--- config.mk ---
export PLATFORM = sky130hd
export DESIGN_NAME = int_presenter
export DESIGN_NICKNAME = d
export VERILOG_FILES = /design/src/rtl/ipp_pkg.sv /design/src/rtl/ipp_dpath.sv /design/src/rtl/ipp_ctrl.sv /design/src/rtl/int_presenter.sv
export SDC_FILE = /design/constraint.sdc
export NUM_CORES = 1
export LEC_CHECK = 0
export ABC_AREA = 1
export BUFFER_PORTS_ARGS = -buffer_cell sky130_fd_sc_hd__buf_4
export CAP_MARGIN = 40
export CORE_MARGIN = 2
export CORE_UTILIZATION = 54
export DETAILED_ROUTE_END_ITERATION = 12
export PLACE_DENSITY = 0.78
export SLEW_MARGIN = 25
export SYNTH_ARGS = -nofsm -noshare
export SYNTH_HDL_FRONTEND = slang
export SYNTH_SLANG_ARGS = --single-unit
export TNS_END_PERCENT = 50
--- constraint.sdc ---
create_clock -name clk -period 2 [get_ports clk]
set_input_delay 0.1 -clock clk [delete_from_list [all_inputs] [get_ports clk]]
set_output_delay 0.1 -clock clk [all_outputs]
set_load 0.005 [all_outputs]
--- src/rtl/ipp_pkg.sv ---
package ipp_pkg;

  typedef enum logic [2:0] {
    OP_NONE   = 3'd0,
    OP_THRESH = 3'd1,
    OP_IPI    = 3'd2,
    OP_ACCEPT = 3'd3,
    OP_EOI    = 3'd4,
    OP_POLL   = 3'd5
  } opKind_e;

  // strobes from control to datapath
  typedef struct packed {
    logic thrFromOp;
    logic thrFromPend;
    logic pendFromOffer;
    logic pendFromIpi;
    logic pendClear;
    logic ipiWrite;
    logic rejOffer;
    logic rejCur;
    logic resend;
    logic eoiFwd;
    logic rdCap;
  } ctlStrobes_t;

  // comparison results from datapath to control
  typedef struct packed {
    logic hasPend;
    logic offerWins;
    logic ipiWrWins;
    logic thrDown;
    logic thrEvict;
    logic ipiUnderNew;
  } dpFlags_t;

endpackage

--- src/rtl/ipp_dpath.sv ---
module ipp_dpath
  import ipp_pkg::*;
#(
  parameter int unsigned SRC_W   = 24,
  parameter int unsigned PRIO_W  = 8,
  parameter int unsigned IPI_SRC = 2
) (
  input  logic                      clk,
  input  logic                      rstN,
  input  ctlStrobes_t               stb,
  input  logic [PRIO_W+SRC_W-1:0]   opData,
  input  logic [SRC_W-1:0]          offerSrc,
  input  logic [PRIO_W-1:0]         offerPrio,
  output dpFlags_t                  flags,
  output logic                      rdValid,
  output logic [PRIO_W+SRC_W-1:0]   rdData,
  output logic [PRIO_W-1:0]         rdIpiPrio,
  output logic                      rejValid,
  output logic [SRC_W-1:0]          rejSrc,
  output logic                      resendReq,
  output logic                      eoiValid,
  output logic [SRC_W-1:0]          eoiSrc
);

  localparam int unsigned STAT_W = PRIO_W + SRC_W;
  localparam logic [PRIO_W-1:0] PRIO_NONE = '1;
  localparam logic [SRC_W-1:0]  IPI_NUM   = SRC_W'(IPI_SRC);

  logic [PRIO_W-1:0] thrQ, pendPrioQ, ipiQ;
  logic [SRC_W-1:0]  srcQ;
  logic [PRIO_W-1:0] newThr, ipiNew;

  assign newThr = opData[STAT_W-1 -: PRIO_W];
  assign ipiNew = opData[PRIO_W-1:0];

  always_comb begin
    flags.hasPend     = (srcQ != '0);
    flags.offerWins   = (offerPrio < thrQ) && !(flags.hasPend && (pendPrioQ <= offerPrio));
    flags.ipiWrWins   = (ipiNew < thrQ) && !(flags.hasPend && (pendPrioQ <= ipiNew));
    flags.thrDown     = (newThr < thrQ);
    flags.thrEvict    = flags.hasPend && (newThr <= pendPrioQ);
    flags.ipiUnderNew = (ipiQ < newThr);
  end

  always_ff @(posedge clk) begin
    if (!rstN) begin
      thrQ      <= '0;
      srcQ      <= '0;
      pendPrioQ <= PRIO_NONE;
      ipiQ      <= PRIO_NONE;
      rdValid   <= 1'b0;
      rdData    <= '0;
      rdIpiPrio <= '0;
      rejValid  <= 1'b0;
      rejSrc    <= '0;
      resendReq <= 1'b0;
      eoiValid  <= 1'b0;
      eoiSrc    <= '0;
    end else begin
      if (stb.ipiWrite) ipiQ <= ipiNew;

      if (stb.thrFromOp)        thrQ <= newThr;
      else if (stb.thrFromPend) thrQ <= pendPrioQ;

      if (stb.pendFromOffer) begin
        srcQ      <= offerSrc;
        pendPrioQ <= offerPrio;
      end else if (stb.pendFromIpi) begin
        srcQ      <= IPI_NUM;
        pendPrioQ <= stb.ipiWrite ? ipiNew : ipiQ;
      end else if (stb.pendClear) begin
        srcQ      <= '0;
        pendPrioQ <= PRIO_NONE;
      end

      rdValid <= stb.rdCap;
      if (stb.rdCap) begin
        rdData    <= {thrQ, srcQ};
        rdIpiPrio <= ipiQ;
      end

      rejValid  <= (stb.rejOffer && (offerSrc != IPI_NUM)) ||
                   (stb.rejCur && (srcQ != IPI_NUM));
      rejSrc    <= stb.rejOffer ? offerSrc : srcQ;
      resendReq <= stb.resend;
      eoiValid  <= stb.eoiFwd;
      if (stb.eoiFwd) eoiSrc <= opData[SRC_W-1:0];
    end
  end

  AST_REJ_NEVER_IPI: assert property (@(posedge clk) disable iff (!rstN)
    rejValid |-> (rejSrc != IPI_NUM));

  AST_ACCEPT_EMPTIES: assert property (@(posedge clk) disable iff (!rstN)
    stb.thrFromPend |=> (srcQ == '0) && (pendPrioQ == PRIO_NONE));

  AST_POLL_KEEPS_STATE: assert property (@(posedge clk) disable iff (!rstN)
    (stb.rdCap && !stb.thrFromPend) |=>
      $stable(thrQ) && $stable(srcQ) && $stable(pendPrioQ) && $stable(ipiQ));

endmodule

--- src/rtl/ipp_ctrl.sv ---
module ipp_ctrl
  import ipp_pkg::*;
(
  input  logic        clk,
  input  logic        rstN,
  input  logic        offerValid,
  input  logic        opValid,
  input  logic [2:0]  opCode,
  input  dpFlags_t    flags,
  output ctlStrobes_t stb,
  output logic        irqOut
);

  opKind_e op;
  assign op = opKind_e'(opCode);

  always_comb begin
    stb = '0;
    if (opValid) begin
      unique case (op)
        OP_THRESH: begin
          stb.thrFromOp = 1'b1;
          if (flags.thrDown) begin
            if (flags.thrEvict) begin
              stb.pendClear = 1'b1;
              stb.rejCur    = 1'b1;
            end
          end else if (!flags.hasPend) begin
            stb.resend      = 1'b1;
            stb.pendFromIpi = flags.ipiUnderNew;
          end
        end
        OP_IPI: begin
          stb.ipiWrite = 1'b1;
          if (flags.ipiWrWins) begin
            stb.pendFromIpi = 1'b1;
            stb.rejCur      = flags.hasPend;
          end
        end
        OP_ACCEPT: begin
          stb.rdCap       = 1'b1;
          stb.thrFromPend = 1'b1;
          stb.pendClear   = 1'b1;
        end
        OP_EOI: begin
          stb.thrFromOp = 1'b1;
          stb.eoiFwd    = 1'b1;
          if (!flags.hasPend) begin
            stb.resend      = 1'b1;
            stb.pendFromIpi = flags.ipiUnderNew;
          end
        end
        OP_POLL: stb.rdCap = 1'b1;
        default: ;
      endcase
    end else if (offerValid) begin
      if (flags.offerWins) begin
        stb.pendFromOffer = 1'b1;
        stb.rejCur        = flags.hasPend;
      end else begin
        stb.rejOffer = 1'b1;
      end
    end
  end

  always_ff @(posedge clk) begin
    if (!rstN)                                  irqOut <= 1'b0;
    else if (stb.pendFromOffer || stb.pendFromIpi) irqOut <= 1'b1;
    else if (stb.pendClear)                     irqOut <= 1'b0;
  end

  AST_OFFER_RAISES: assert property (@(posedge clk) disable iff (!rstN)
    (offerValid && !opValid && flags.offerWins) |=> irqOut);

  AST_ACCEPT_LOWERS: assert property (@(posedge clk) disable iff (!rstN)
    (opValid && op == OP_ACCEPT) |=> !irqOut);

endmodule

--- src/rtl/int_presenter.sv ---
module int_presenter
  import ipp_pkg::*;
#(
  parameter int unsigned SRC_W   = 24,
  parameter int unsigned PRIO_W  = 8,
  parameter int unsigned IPI_SRC = 2
) (
  input  logic                    clk,
  input  logic                    rstN,
  input  logic                    offerValid,
  input  logic [SRC_W-1:0]        offerSrc,
  input  logic [PRIO_W-1:0]       offerPrio,
  input  logic                    opValid,
  input  logic [2:0]              opCode,
  input  logic [PRIO_W+SRC_W-1:0] opData,
  output logic                    rdValid,
  output logic [PRIO_W+SRC_W-1:0] rdData,
  output logic [PRIO_W-1:0]       rdIpiPrio,
  output logic                    cpuIrq,
  output logic                    rejValid,
  output logic [SRC_W-1:0]        rejSrc,
  output logic                    resendReq,
  output logic                    eoiValid,
  output logic [SRC_W-1:0]        eoiSrc
);

  ctlStrobes_t stb;
  dpFlags_t    flags;

  ipp_ctrl u_ctrl (
    .clk(clk), .rstN(rstN), .offerValid(offerValid), .opValid(opValid),
    .opCode(opCode), .flags(flags), .stb(stb), .irqOut(cpuIrq)
  );

  ipp_dpath #(.SRC_W(SRC_W), .PRIO_W(PRIO_W), .IPI_SRC(IPI_SRC)) u_dp (
    .clk(clk), .rstN(rstN), .stb(stb), .opData(opData),
    .offerSrc(offerSrc), .offerPrio(offerPrio), .flags(flags),
    .rdValid(rdValid), .rdData(rdData), .rdIpiPrio(rdIpiPrio),
    .rejValid(rejValid), .rejSrc(rejSrc), .resendReq(resendReq),
    .eoiValid(eoiValid), .eoiSrc(eoiSrc)
  );

  AST_IRQ_TRACKS_SLOT: assert property (@(posedge clk) disable iff (!rstN)
    cpuIrq == flags.hasPend);

  AST_REJ_RESEND_APART: assert property (@(posedge clk) disable iff (!rstN)
    !(rejValid && resendReq));

endmodule

==> metrics.txt <==
DP Wirelength 13900 um; Tcrit/Tclk final 101%; vias in the first global route 6431; worst hold path type in -> reg; GRT Total Usage 29.4%; CP Launch Type input port; fraction of layout cells with a size suffix above 1 30.7%; Max VDD drop 0.603 mV; crit path capture type flip-flop; total grt overflow 0; Synth Net Count 1037; first-pass GRT wire length 31300 um; status finished with violations; drt wl/cell 16.3 um; Syn-to-layout area delta 45.1%; final estimated routing congestion in global placement 0.937; first-pass detailed-route iteration total 5; EDFF count, synth 0; Die X-Extent 117 um; Crit-path slowest cell dlygate4sd3_1; Post-Route Utilization 79.8%; crit-path max FO 7; Psw 2.22 mW; Netlist Area Pre-Place 0.00691 mm^2; Most Crowded Layer GR met2; R2R setup slack -0.01 ns; Critical Path RT 2.29 ns; cell-by-cell trace of the critical path dlygate4sd3_1, buf_4, inv_1, ha_1, nand2_1, nand2_1, nand2_1, nand2_1, a21oi_2, nand3_2, nand2_4, nand2_8, buf_12, buf_16, nand4_1, nand3_1; Area contributors post-synth dfxtp_1 (41%), ha_1 (9.4%), nand2_1 (8.9%), a21oi_1 (8.5%), o21ai_0 (7.2%); vias per std cell 5.44; Yosys top cell area share 40.8%; initial antenna violation count 0; Gate power share 20.7%; Most used DFF post-synth dfxtp_1; endpoints failing setup 6; slew margin rel. 58.4%; Die Height 117 um; Top cell by count, worst path nand2_1; # rows 41; # clock sinks 141; synthesis-stage register bit count 141; largest net degree at the start of global routing 103; Final Hold Fails 0; initial core utilization 55.0%; synth warn 0; achievable frequency 496 MHz; Min Clock Period, post-route 2.02 ns; Vias 7214; clk buf depth 2; Port Buffers 163; PD cells 764 mW/mm^2; internal power 5.45 mW; met2 Resource Use GR 47.7%; Leak 4.58 nW; initial DRC count 725; Die ar. 0.0137 mm^2; kind of critical path in -> reg; sw frac 28.9%; final net count 1264; post-synthesis sequential area ratio 40.8%; leading area contributor after synthesis dfxtp_1; GR met3 Demand/Resource 5.92%; Routed Antenna Nets 0; most frequent cells in the layout buf_4 (192), nand2_1 (153), dfxtp_1 (128); unique cell type count in the Yosys netlist 31; CP top delay family buffers and inverters; total CTS buffers 17; core area 0.0126 mm^2; Clk pwr share 39.2%; CTS tree yes; max-slew violation count 0; Mapped Cells 914; H-tree depth 4; I/O pin count 164; final clock skew 0.00745 ns; Buf/Inv on CP 5; clk_lat worst skew 0.43 ns; Hold WS 0.00817 ns; failing checks negative setup slack; DRC viols 0; RSZ-0062 raised after global routing true; final WL 21700 um; most common cell after layout, fill and taps aside buf_4; number of inserted diodes 0; Max-cap violations 0; synthesized area per cell 7.56 um^2; final worst slack -0.0159 ns; worst path arrival time 2.31 ns; Reg clk slew, reported paths 0.06 ns; ys async rst share 0%; routing usage on met1 39.3%; CTS root buf clkbuf_16; Max stage delay on crit path 0.54 ns; part of the power in registers 40.2%; Slew @ Worst Pin 0.622 ns
cell type report:
class / count / area [um^2]
clock buffer: 19 / 443
clock inverter: 13 / 118
fill: 806 / 2540
inverter: 124 / 473
multi-input combinational: 604 / 3690
sequential: 141 / 2850
tap: 172 / 215
timing repair buffer: 253 / 2230
worst register-to-register path, stage by stage (launching register included):
cell and delay, ns:
dfxtp_2 0.36, inv_4 0.06, ha_1 0.29, a21oi_1 0.16, nand3_1 0.10, nor2_2 0.14
nand3_2 0.13, nand2_4 0.12, nand2_8 0.09, buf_12 0.15, buf_16 0.12, nand4_1 0.07
nand3_1 0.08
power by group through the flow:
stage | logic (mW) | clock network [mW] | registers, mW
after floorplan | 0.733 | 0 | 3.11
after global placement | 1.26 | 0 | 3.12
after detailed placement | 1.28 | 0 | 3.12
after CTS | 1.39 | 3.01 | 3.06
after global routing | 1.75 | 3.14 | 3.09
final | 1.58 | 3.00 | 3.08
metrics by stage:
stage,setup TNS (ns),std cells,instance area [um^2],power (mW),setup WS [ns]
global route,-2.40,1326,10000,7.98,-0.123
CTS,-0.00657,1314,9540,7.46,-0.00622
global placement,-0.0286,1239,8450,4.38,-0.0210
detailed placement,-1.21,1239,8450,4.40,-0.0707
floorplan,0,914,6910,3.84,0.173
finish,-0.0596,1326,10000,7.66,-0.0159
layer usage:
metal / vias to the layer above / routed length, um / part of all wire (%)
met4: 0 / 469 / 2.2
met2: 321 / 10200 / 47
met3: 54 / 1720 / 7.9
li1: 3520 / - / -
met1: 3319 / 9320 / 43
met5: - / 0 / 0
flip-flops by register name, summed over array words and instances, names as in the netlist:
signal	cells
u_dp.pendPrioQ	8
u_dp.rejSrc	24
u_dp.rdIpiPrio	8
u_dp.ipiQ	8
u_dp.thrQ	8
u_dp.srcQ	24
u_dp.rejValid	1
u_dp.rdData	32
u_dp.eoiValid	1
u_dp.resendReq	1
u_dp.eoiSrc	24
u_dp.rdValid	1
u_ctrl.irqOut	1
worst paths after layout:
kind             startpoint           endpoint  depth (start not counted)
min              opData[21]    u_dp.eoiSrc[21]                          3
max              opData[25]  u_dp.pendPrioQ[0]                         16
min reg2reg  u_dp.eoiSrc[5]     u_dp.eoiSrc[5]                          2
max reg2reg    u_dp.thrQ[7]  u_dp.pendPrioQ[0]                         12
logic make-up (layout without fill, tap and decap cells):
family                     after synthesis  count (layout)  share of synthesized area, %
AOI/OAI and AO/OA                      247             247                          19.5
DFF                                    141             141                          40.8
buffers and inverters                  170             409                          10.4
adders and majority gates               52              52                          9.41
and+or+nand+nor                        304             305                          19.9
repair_timing:
item | CTS | global route
gates cloned | 1 | 6
hold buffers | 42 | 0
hold endpoints to repair | 57 | 0
setup buffers | 0 | 7
setup endpoints to repair | 34 | 58
resized for setup | 26 | 71
pin swaps | 4 | 23
Yosys cell counts, types with 2 or more instances:
cell type  count
a21oi_1      117
a21oi_2       17
buf_6          5
nand2_2       15
o21a_1         2
inv_1        121
nand3_1       27
clkbuf_1      24
inv_2          2
buf_2         10
nand4_1       45
buf_4          4
a31oi_1        7
nor3_1         2
nor4_1         9
nand2_1      164
dfxtp_1      141
buf_1          2
nor2_1        39
o21ai_0       99
ha_1          52
(Power assumes the default switching activity.)
